<file path="src/rtl/sbp_pkg.sv">
// Shared types for the static branch predictor.
package sbp_pkg;
    typedef enum logic [1:0] {
        PM_NEVER     = 2'b00,
        PM_BACKWARD  = 2'b01,
        PM_HINT      = 2'b10,
        PM_RESERVED  = 2'b11
    } pred_mode_e;
endpackage

</file>
<file path="src/rtl/sbp_rule.sv">
// Static direction rule. Purely combinational; picks taken/not-taken from
// the mode, the branch address, its target and the instruction hint bit.
// Assumes addresses are unsigned; an equal target counts as forward.
module sbp_rule #(
    parameter int AW = 32
) (
    input  logic [1:0]    mode_i,
    input  logic [AW-1:0] pc_i,
    input  logic [AW-1:0] tgt_i,
    input  logic          hint_i,
    output logic          taken_o
);
    import sbp_pkg::*;

    pred_mode_e mode;
    assign mode = pred_mode_e'(mode_i);

    // Select the rule for the current mode.
    always_comb begin
        unique case (mode)
            PM_BACKWARD: taken_o = (tgt_i < pc_i);
            PM_HINT:     taken_o = hint_i;
            default:     taken_o = 1'b0;
        endcase
    end
endmodule

</file>
<file path="src/rtl/sbp_track.sv">
// Outstanding-branch tracker. Records one accepted branch, compares its
// prediction with the resolved outcome and produces a registered squash
// pulse and correct continuation address. Assumes accept_i is never high
// while a branch is already outstanding.
module sbp_track #(
    parameter int AW          = 32,
    parameter int INSTR_BYTES = 4
) (
    input  logic          clk,
    input  logic          rst_n,
    input  logic          accept_i,
    input  logic [AW-1:0] pc_i,
    input  logic [AW-1:0] tgt_i,
    input  logic          pred_i,
    input  logic          res_valid_i,
    input  logic          res_taken_i,
    output logic          pending_o,
    output logic          squash_o,
    output logic [AW-1:0] redirect_o
);
    localparam logic [AW-1:0] STEP = AW'(INSTR_BYTES);

    logic          pending_q;
    logic [AW-1:0] pc_q;
    logic [AW-1:0] tgt_q;
    logic          pred_q;
    logic          squash_q;
    logic [AW-1:0] redirect_q;
    logic          resolve;

    assign resolve = res_valid_i & pending_q;

    // Capture an accepted branch and release it when its outcome arrives.
    always_ff @(posedge clk) begin
        if (!rst_n) begin
            pending_q <= 1'b0;
            pc_q      <= '0;
            tgt_q     <= '0;
            pred_q    <= 1'b0;
        end else if (accept_i) begin
            pending_q <= 1'b1;
            pc_q      <= pc_i;
            tgt_q     <= tgt_i;
            pred_q    <= pred_i;
        end else if (resolve) begin
            pending_q <= 1'b0;
        end
    end

    // Register the recovery outputs for the resolved branch.
    always_ff @(posedge clk) begin
        if (!rst_n) begin
            squash_q   <= 1'b0;
            redirect_q <= '0;
        end else begin
            squash_q <= resolve && (res_taken_i != pred_q);
            if (resolve) begin
                redirect_q <= res_taken_i ? tgt_q : (pc_q + STEP);
            end
        end
    end

    assign pending_o  = pending_q;
    assign squash_o   = squash_q;
    assign redirect_o = redirect_q;
endmodule

</file>
<file path="src/rtl/sbp_top.sv">
// Static branch predictor with recovery. Predicts each fetched branch in the
// same cycle, tracks one outstanding branch, flags speculation until it
// resolves and redirects fetch on a misprediction. Assumes the resolution
// port only refers to the single outstanding branch.
module sbp_top #(
    parameter int AW          = 32,
    parameter int INSTR_BYTES = 4
) (
    input  logic          clk,
    input  logic          rst_n,
    input  logic [1:0]    mode_i,
    input  logic          br_valid_i,
    input  logic [AW-1:0] br_pc_i,
    input  logic [AW-1:0] br_tgt_i,
    input  logic          br_hint_i,
    output logic          pred_taken_o,
    output logic [AW-1:0] next_pc_o,
    output logic          fetch_stall_o,
    input  logic          res_valid_i,
    input  logic          res_taken_i,
    output logic          squash_o,
    output logic [AW-1:0] redirect_pc_o,
    output logic          spec_valid_o
);
    localparam logic [AW-1:0] STEP = AW'(INSTR_BYTES);

    logic rule_taken;
    logic pending;
    logic accept;

    sbp_rule #(.AW(AW)) u_rule (
        .mode_i  (mode_i),
        .pc_i    (br_pc_i),
        .tgt_i   (br_tgt_i),
        .hint_i  (br_hint_i),
        .taken_o (rule_taken)
    );

    // Accept a branch only when none is outstanding.
    always_comb begin
        accept        = br_valid_i & ~pending;
        fetch_stall_o = br_valid_i & pending;
        pred_taken_o  = accept & rule_taken;
        next_pc_o     = pred_taken_o ? br_tgt_i : (br_pc_i + STEP);
    end

    sbp_track #(.AW(AW), .INSTR_BYTES(INSTR_BYTES)) u_track (
        .clk         (clk),
        .rst_n       (rst_n),
        .accept_i    (accept),
        .pc_i        (br_pc_i),
        .tgt_i       (br_tgt_i),
        .pred_i      (rule_taken),
        .res_valid_i (res_valid_i),
        .res_taken_i (res_taken_i),
        .pending_o   (pending),
        .squash_o    (squash_o),
        .redirect_o  (redirect_pc_o)
    );

    assign spec_valid_o = pending;
endmodule

</file>
<file path="config.mk">
export PLATFORM = sky130hd
export DESIGN_NAME = sbp_top
export DESIGN_NICKNAME = d
export VERILOG_FILES = /design/src/rtl/sbp_pkg.sv /design/src/rtl/sbp_rule.sv /design/src/rtl/sbp_track.sv /design/src/rtl/sbp_top.sv
export SDC_FILE = /design/constraint.sdc
export NUM_CORES = 1
export LEC_CHECK = 0
export BUFFER_PORTS_ARGS = -buffer_cell sky130_fd_sc_hd__clkbuf_2
export CORE_MARGIN = 2
export CORE_UTILIZATION = 50
export DETAILED_ROUTE_END_ITERATION = 10
export PLACE_DENSITY = 0.78
export SKIP_LAST_GASP = 1
export SYNTH_ARGS = -nofsm -noshare
export SYNTH_HDL_FRONTEND = slang
export SYNTH_SLANG_ARGS = --single-unit
</file>
<file path="constraint.sdc">
create_clock -name clk -period 3.1 [get_ports clk]
set_input_delay 0.31 -clock clk [delete_from_list [all_inputs] [get_ports clk]]
set_output_delay 0.31 -clock clk [all_outputs]
set_load 0.1 [all_outputs]
</file>
Yosys cells after proc, flatten, opt, wreduce, memory -nomap -nowiden
Cells that the tools add are included.
{ "word_totals": {"reg_bits": 99, "input_bits": 72, "output_inout_bits": 68, "wordCells": 24} }
{ "op_classes": {"add_sub_neg": 2, "n_lt_le_gt_ge": 1, "eq_ne": 3, "mux": 5, "bitwise_logic": 5, "n_reduce_logical": 2} }
{ "op_table": {"columns": ["operator", "n"], "rows": [
  ["$add 32x3->32 const B", 2],
  ["$mux 32", 2],
  ["$lt 32x32->1", 1],
  ["$and 1x1->1", 4],
  ["$eq 2x1->1 const B", 1],
  ["$eq 2x2->1 const B", 1],
  ["$mux 1", 2],
  ["$pmux 1 s2", 1],
  ["$reduce_bool 2->1", 1],
  ["$logic_and 1x1->1", 1],
  ["$ne 1x1->1", 1],
  ["$not 1->1", 1]
]} }

Logic depth before layout (Yosys ltp)
{ "depth": {"depth_word": 4, "ltp_mapped": 9, "mapped_depth_nobuf": 8} }

Cells and area by module
A second synthesis with hierarchy kept.
{ "hier_totals": {"cells_unflattened": 790, "area_unflattened_um2": 6302.3} }
{ "modules_own_cells": {"columns": ["module", "n_inst", "cells_per_inst", "area_each_um2", "seq_area_each_um2"], "rows": [
  ["sbp_track", 1, 502, 4505.6, 1981.9],
  ["sbp_top", 1, 173, 979.7, 0.0],
  ["sbp_rule", 1, 115, 817.0, 0.0]
]} }

Least setup slack after synthesis
Ideal clock, no wire load.
{ "synth_timing": {"path_type": "reg2out", "from": "reg u_track.pending_q, in the netlist u_track.pending_o", "to": "out next_pc_o[23]", "arrival_ns": 2.698, "setup_slack_ns": 0.092, "stages_incl_launch_ff": 7, "path_buffers": 1, "cell_sequence": "dfxtp_1 > nand2b_1 > a311oi_1 > o21ai_0 > a211oi_4 > buf_6 > mux2_2"} }
{ "synth_between": {"elab_chain_cells": 4} }
{ "synth_lines": {"columns": ["item", "line", "rtl"], "rows": [
  ["start: declaration", "sbp_track.sv:23", "logic pending_q;"],
  ["start signal: assignment", "sbp_track.sv:36", "pending_q <= 1'b0;"],
  ["start signal: assignment", "sbp_track.sv:41", "pending_q <= 1'b1;"],
  ["start signal: assignment", "sbp_track.sv:46", "pending_q <= 1'b0;"],
  ["$not 1->1", "sbp_top.sv:41", "accept = br_valid_i & ~pending;"],
  ["$and 1x1->1", "sbp_top.sv:41", null],
  ["$and 1x1->1", "sbp_top.sv:43", "pred_taken_o = accept & rule_taken;"],
  ["net pred_taken_o", "sbp_top.sv:16", "output logic pred_taken_o,"],
  ["$mux 32", "sbp_top.sv:44", "next_pc_o = pred_taken_o ? br_tgt_i : (br_pc_i + STEP);"],
  ["end: declaration", "sbp_top.sv:17", "output logic [AW-1:0] next_pc_o,"]
]} }
The timed path passes the listed nets, and every way through them passes these cells.

Final worst setup path
{ "layout_timing": {"from": "in br_pc_i[2]", "to": "out next_pc_o[25]"} }
{ "layout_between": {"elab_chain_cells": 4, "elab_cells_between_ends": 5} }
{ "layout_lines": {"columns": ["item", "line", "rtl"], "rows": [
  ["start: declaration", "sbp_top.sv:13", "input logic [AW-1:0] br_pc_i,"],
  ["$lt 32x32->1", "sbp_rule.sv:21", "PM_BACKWARD: taken_o = (tgt_i < pc_i);"],
  ["$pmux 1 s2", "sbp_rule.sv:20", "unique case (mode)"],
  ["$and 1x1->1", "sbp_top.sv:43", null],
  ["$mux 32 (*)", "sbp_top.sv:44", null]
]} }
Mark *: on every way between the ends. The rest lies on a longest branch, timed or not.

==> summary.md <==
| Metric | Value |
|---|---|
| Status | finished clean |
| Ratio of cells with drive above 1 in the final layout | 0.257 |
| 1st-iter DRT viols | 311 |
| Critical path launch point type | input port |
| Clk pwr share | 0.311 |
| Setup crit start | br_pc_i[2] |
| Largest net degree at the start of global routing | 68 |
| Total Die Area | 0.0127 mm^2 |
| Crit path max-delay family | compound AO/OA/AOI/OAI gates |
| Final Critical Period | 3.05 ns |
| Root buffer cell | clkbuf_16 |
| Setup WS post-layout | 0.0461 ns |
| Fin nets | 975 |
| Register area | 0.00198 mm^2 |
| Global Route Usage Sum | 0.251 |
| Critical Path Fanout Max | 9 |
| DRT Wirelength | 16200 um |
| Sequential fraction of the synthesis area | 0.335 |
| Tcrit/Tclk final | 0.985 |
| Hold Path Class | in -> reg |
| DR vias/cell | 5.52 |
| Reg2Reg Setup Slack | 0.88 ns |
| Worst path bufs/invs | 5 |
| PortBufs | 139 |
| Die Ht | 113 um |
| Clk slew on worst S/H paths | 0.07 ns |
| Hold Path Origin | br_tgt_i[27] |
| Avg WL per Cell | 15.9 um |
| # rows | 39 |
| Number of global-route vias before repair | 5238 |
| Synth top area cells | dfxtp_1 34%, nand2_1 11%, a21boi_0 8.1% |
| Commonest non-fill, non-tap cell in the layout | nand2_1 |
| H-tree levels | 3 |
| Cell variety after synth | 44 |
| Async SR Flop Fraction | 0 |
| Syn Std Cell Area | 0.00591 mm^2 |
| Final GP Congestion | 0.887 |
| Fill count | 943 |
| Mapped Cells | 727 |
| Worst Tran Pin Value | 0.750 ns |
| Sw Pwr | 1.16 mW |
| Most frequent cells in the layout | 171 x nand2_1, 106 x clkbuf_2, 99 x dfxtp_1 |
| Final ANT Viol Nets | 0 |
| Final hold violations | 0 |
| Multi-input logic area | 0.00365 mm^2 |
| Arrival time at the worst endpoint | 2.74 ns |
| I/O pin cnt | 140 |
| Max-cap violations | 0 |
| Fmax | 327 MHz |
| Max_slew headroom | 0.496 |
| Pwr dens | 441 mW/mm^2 |
| Post-Place Worst Slack | 0.00268 ns |
| Synthesis-to-finish area growth | 29.4% |
| CTS buffer count | 9 |
| Endpoints failing setup | 0 |
| Number of remaining DRC errors | 0 |
| Crit Path Class | in -> out |
| Number of buffers on the longest clock path | 2 |
| Lkg Pwr | 3.21 nW |
| Area share of the largest cell type after synthesis | 0.335 |
| Req. time, crit path | 2.79 ns |
| First-pass GRT wire length | 26100 um |
| # hold bufs at CTS | 0 |
| Max Clock Skew | 0.00779 ns |
| RR Startpoint | u_track.pc_q[4]$_SDFFE_PN0P_ |
| Initial antenna violation count | 0 |
| GRT overflow | 0 |
| Max rail drop VDD | 0.000285 V |
| Finished Layout Cells | 1016 |
| Overall Power | 3.37 mW |
| Worst setup EP type | output port |
| Worst path slowest cell | mux2_2 |
| Gate power share | 0.281 |
| Die width | 113 um |
| Syn Area/Cell | 8.13 um^2 |
| DP Cell Count | 997 |
| Synth Flop Type | dfxtp_1 |
| Number of synthesized flops with an enable pin | 0 |
| Via count | 5613 |
| Cell Chain, Critical Path | clkbuf_2 > inv_1 > ha_1 > a211o_1 > a31oi_1 > o311a_1 > o21ai_2 > a211oi_4 > buf_4 > buf_6 > mux2_2 > buf_12 |
| Fin Hold WS | 0.223 ns |
| Cell-internal power | 2.21 mW |
| CP peak stage delay | 0.38 ns |
| Worst skew pair latency | 0.34 ns |
| # clock sinks | 99 |
| Final core occ | 0.667 |
| Reg power frac | 0.409 |
| Initial core utilization | 0.515 |
| Sw frac | 0.345 |
| Core area | 0.0115 mm^2 |
| DRT Pass-1 Iters | 5 |
| Synth Register Bits | 99 |
| Max-slew violations | 0 |
| N_diodes | 0 |
| Detail Placement HPWL | 11700 um |
| Largest area contributor in the netlist | dfxtp_1 |
| Post-Syn Nets | 834 |
| CTS tree | done |
| Synth warnings | 0 |
-- synthesized netlist by cell type (3+ instances only) --
| cell | n |
|---|---|
| nand4_1 | 15 |
| nor2b_1 | 3 |
| nor4_2 | 3 |
| nand3_1 | 23 |
| nor3_1 | 3 |
| a22o_1 | 7 |
| mux2_2 | 30 |
| nand2b_1 | 3 |
| inv_1 | 39 |
| and3_1 | 6 |
| nor2_1 | 26 |
| a21oi_1 | 18 |
| a22oi_1 | 12 |
| ha_1 | 35 |
| buf_1 | 7 |
| and4_1 | 8 |
| a21o_1 | 3 |
| a21boi_0 | 64 |
| xor2_1 | 13 |
| and2_1 | 3 |
| xnor2_1 | 44 |
| clkbuf_1 | 25 |
| nand2_1 | 171 |
| mux2i_1 | 3 |
| a32oi_1 | 4 |
| dfxtp_1 | 99 |
| o21ai_0 | 37 |
| buf_6 | 3 |
-- routing by layer --
metal	vias up	part of all wire	GRT usage
met3	21	0.054	0.0311
met5	-	0	0
li1	2773	-	-
met4	0	0.018	0.0854
met2	189	0.48	0.420
met1	2630	0.44	0.338
-- power groups by stage --
stage / Combinational, mW / Clock (mW) / Sequential, mW
2_1_floorplan: 0.539 / 0 / 1.46
3_3_place_gp: 0.923 / 0 / 1.40
3_5_place_dp: 0.935 / 0 / 1.41
4_1_cts: 0.939 / 1.05 / 1.38
5_1_grt: 1.01 / 1.10 / 1.38
6_report: 0.946 / 1.05 / 1.38
-- cell families after synthesis --
logic type / Yosys count / synth area share
compound gates: 155 / 0.179
xor+xnor: 57 / 0.0845
fa+ha+maj: 35 / 0.0741
buf+inv: 74 / 0.0508
flops: 99 / 0.335
mux: 35 / 0.0661
simple gates: 272 / 0.210
-- area by class of cell --
cell class,count,share of cell area
multi-input combinational,554,0.477
sequential,99,0.259
timing repair buffer,165,0.186
clock buffer,9,0.0295
tap,143,0.0234
inverter,39,0.0191
clock inverter,7,0.00589
-- through the flow --
step,setup TNS (ns),instance area (um^2)
after floorplan,0,5910
after global placement,0,7320
after detailed placement,0,7320
after CTS,0,7590
after global routing,-0.227,7640
final,0,7640
-- path summary, 6_finish.rpt --
check / to / depth (start not counted)
worst min-delay path: u_track.tgt_q[27]$_SDFFE_PN0P_ / 3
worst max-delay path: next_pc_o[25] / 12
worst min register to register: u_track.redirect_o[10]$_SDFFE_PN0P_ / 2
worst max register to register: u_track.redirect_o[31]$_SDFFE_PN0P_ / 6
-- worst register-to-register path: cells and delay by family (launching register included) --
kind	cells	cell delay, ns
XOR/XNOR	1	0.13
AO/OA/AOI/OAI	1	0.08
flip-flops	1	0.43
AND/OR/NAND/NOR	4	1.45
-- sequential cells by signal, indices dropped and copies added, names as in the netlist --
name                flops
u_track.pc_q           32
u_track.pending_o       1
u_track.pred_q          1
u_track.redirect_o     32
u_track.squash_o        1
u_track.tgt_q          32
-- repair_timing --
action / 4_1_cts / 5_1_grt
setup endpoints to repair: 0 / 32
gates resized for setup: 0 / 3
setup buffers: 0 / 2
Note: power is estimated with default switching activity, not from simulation.
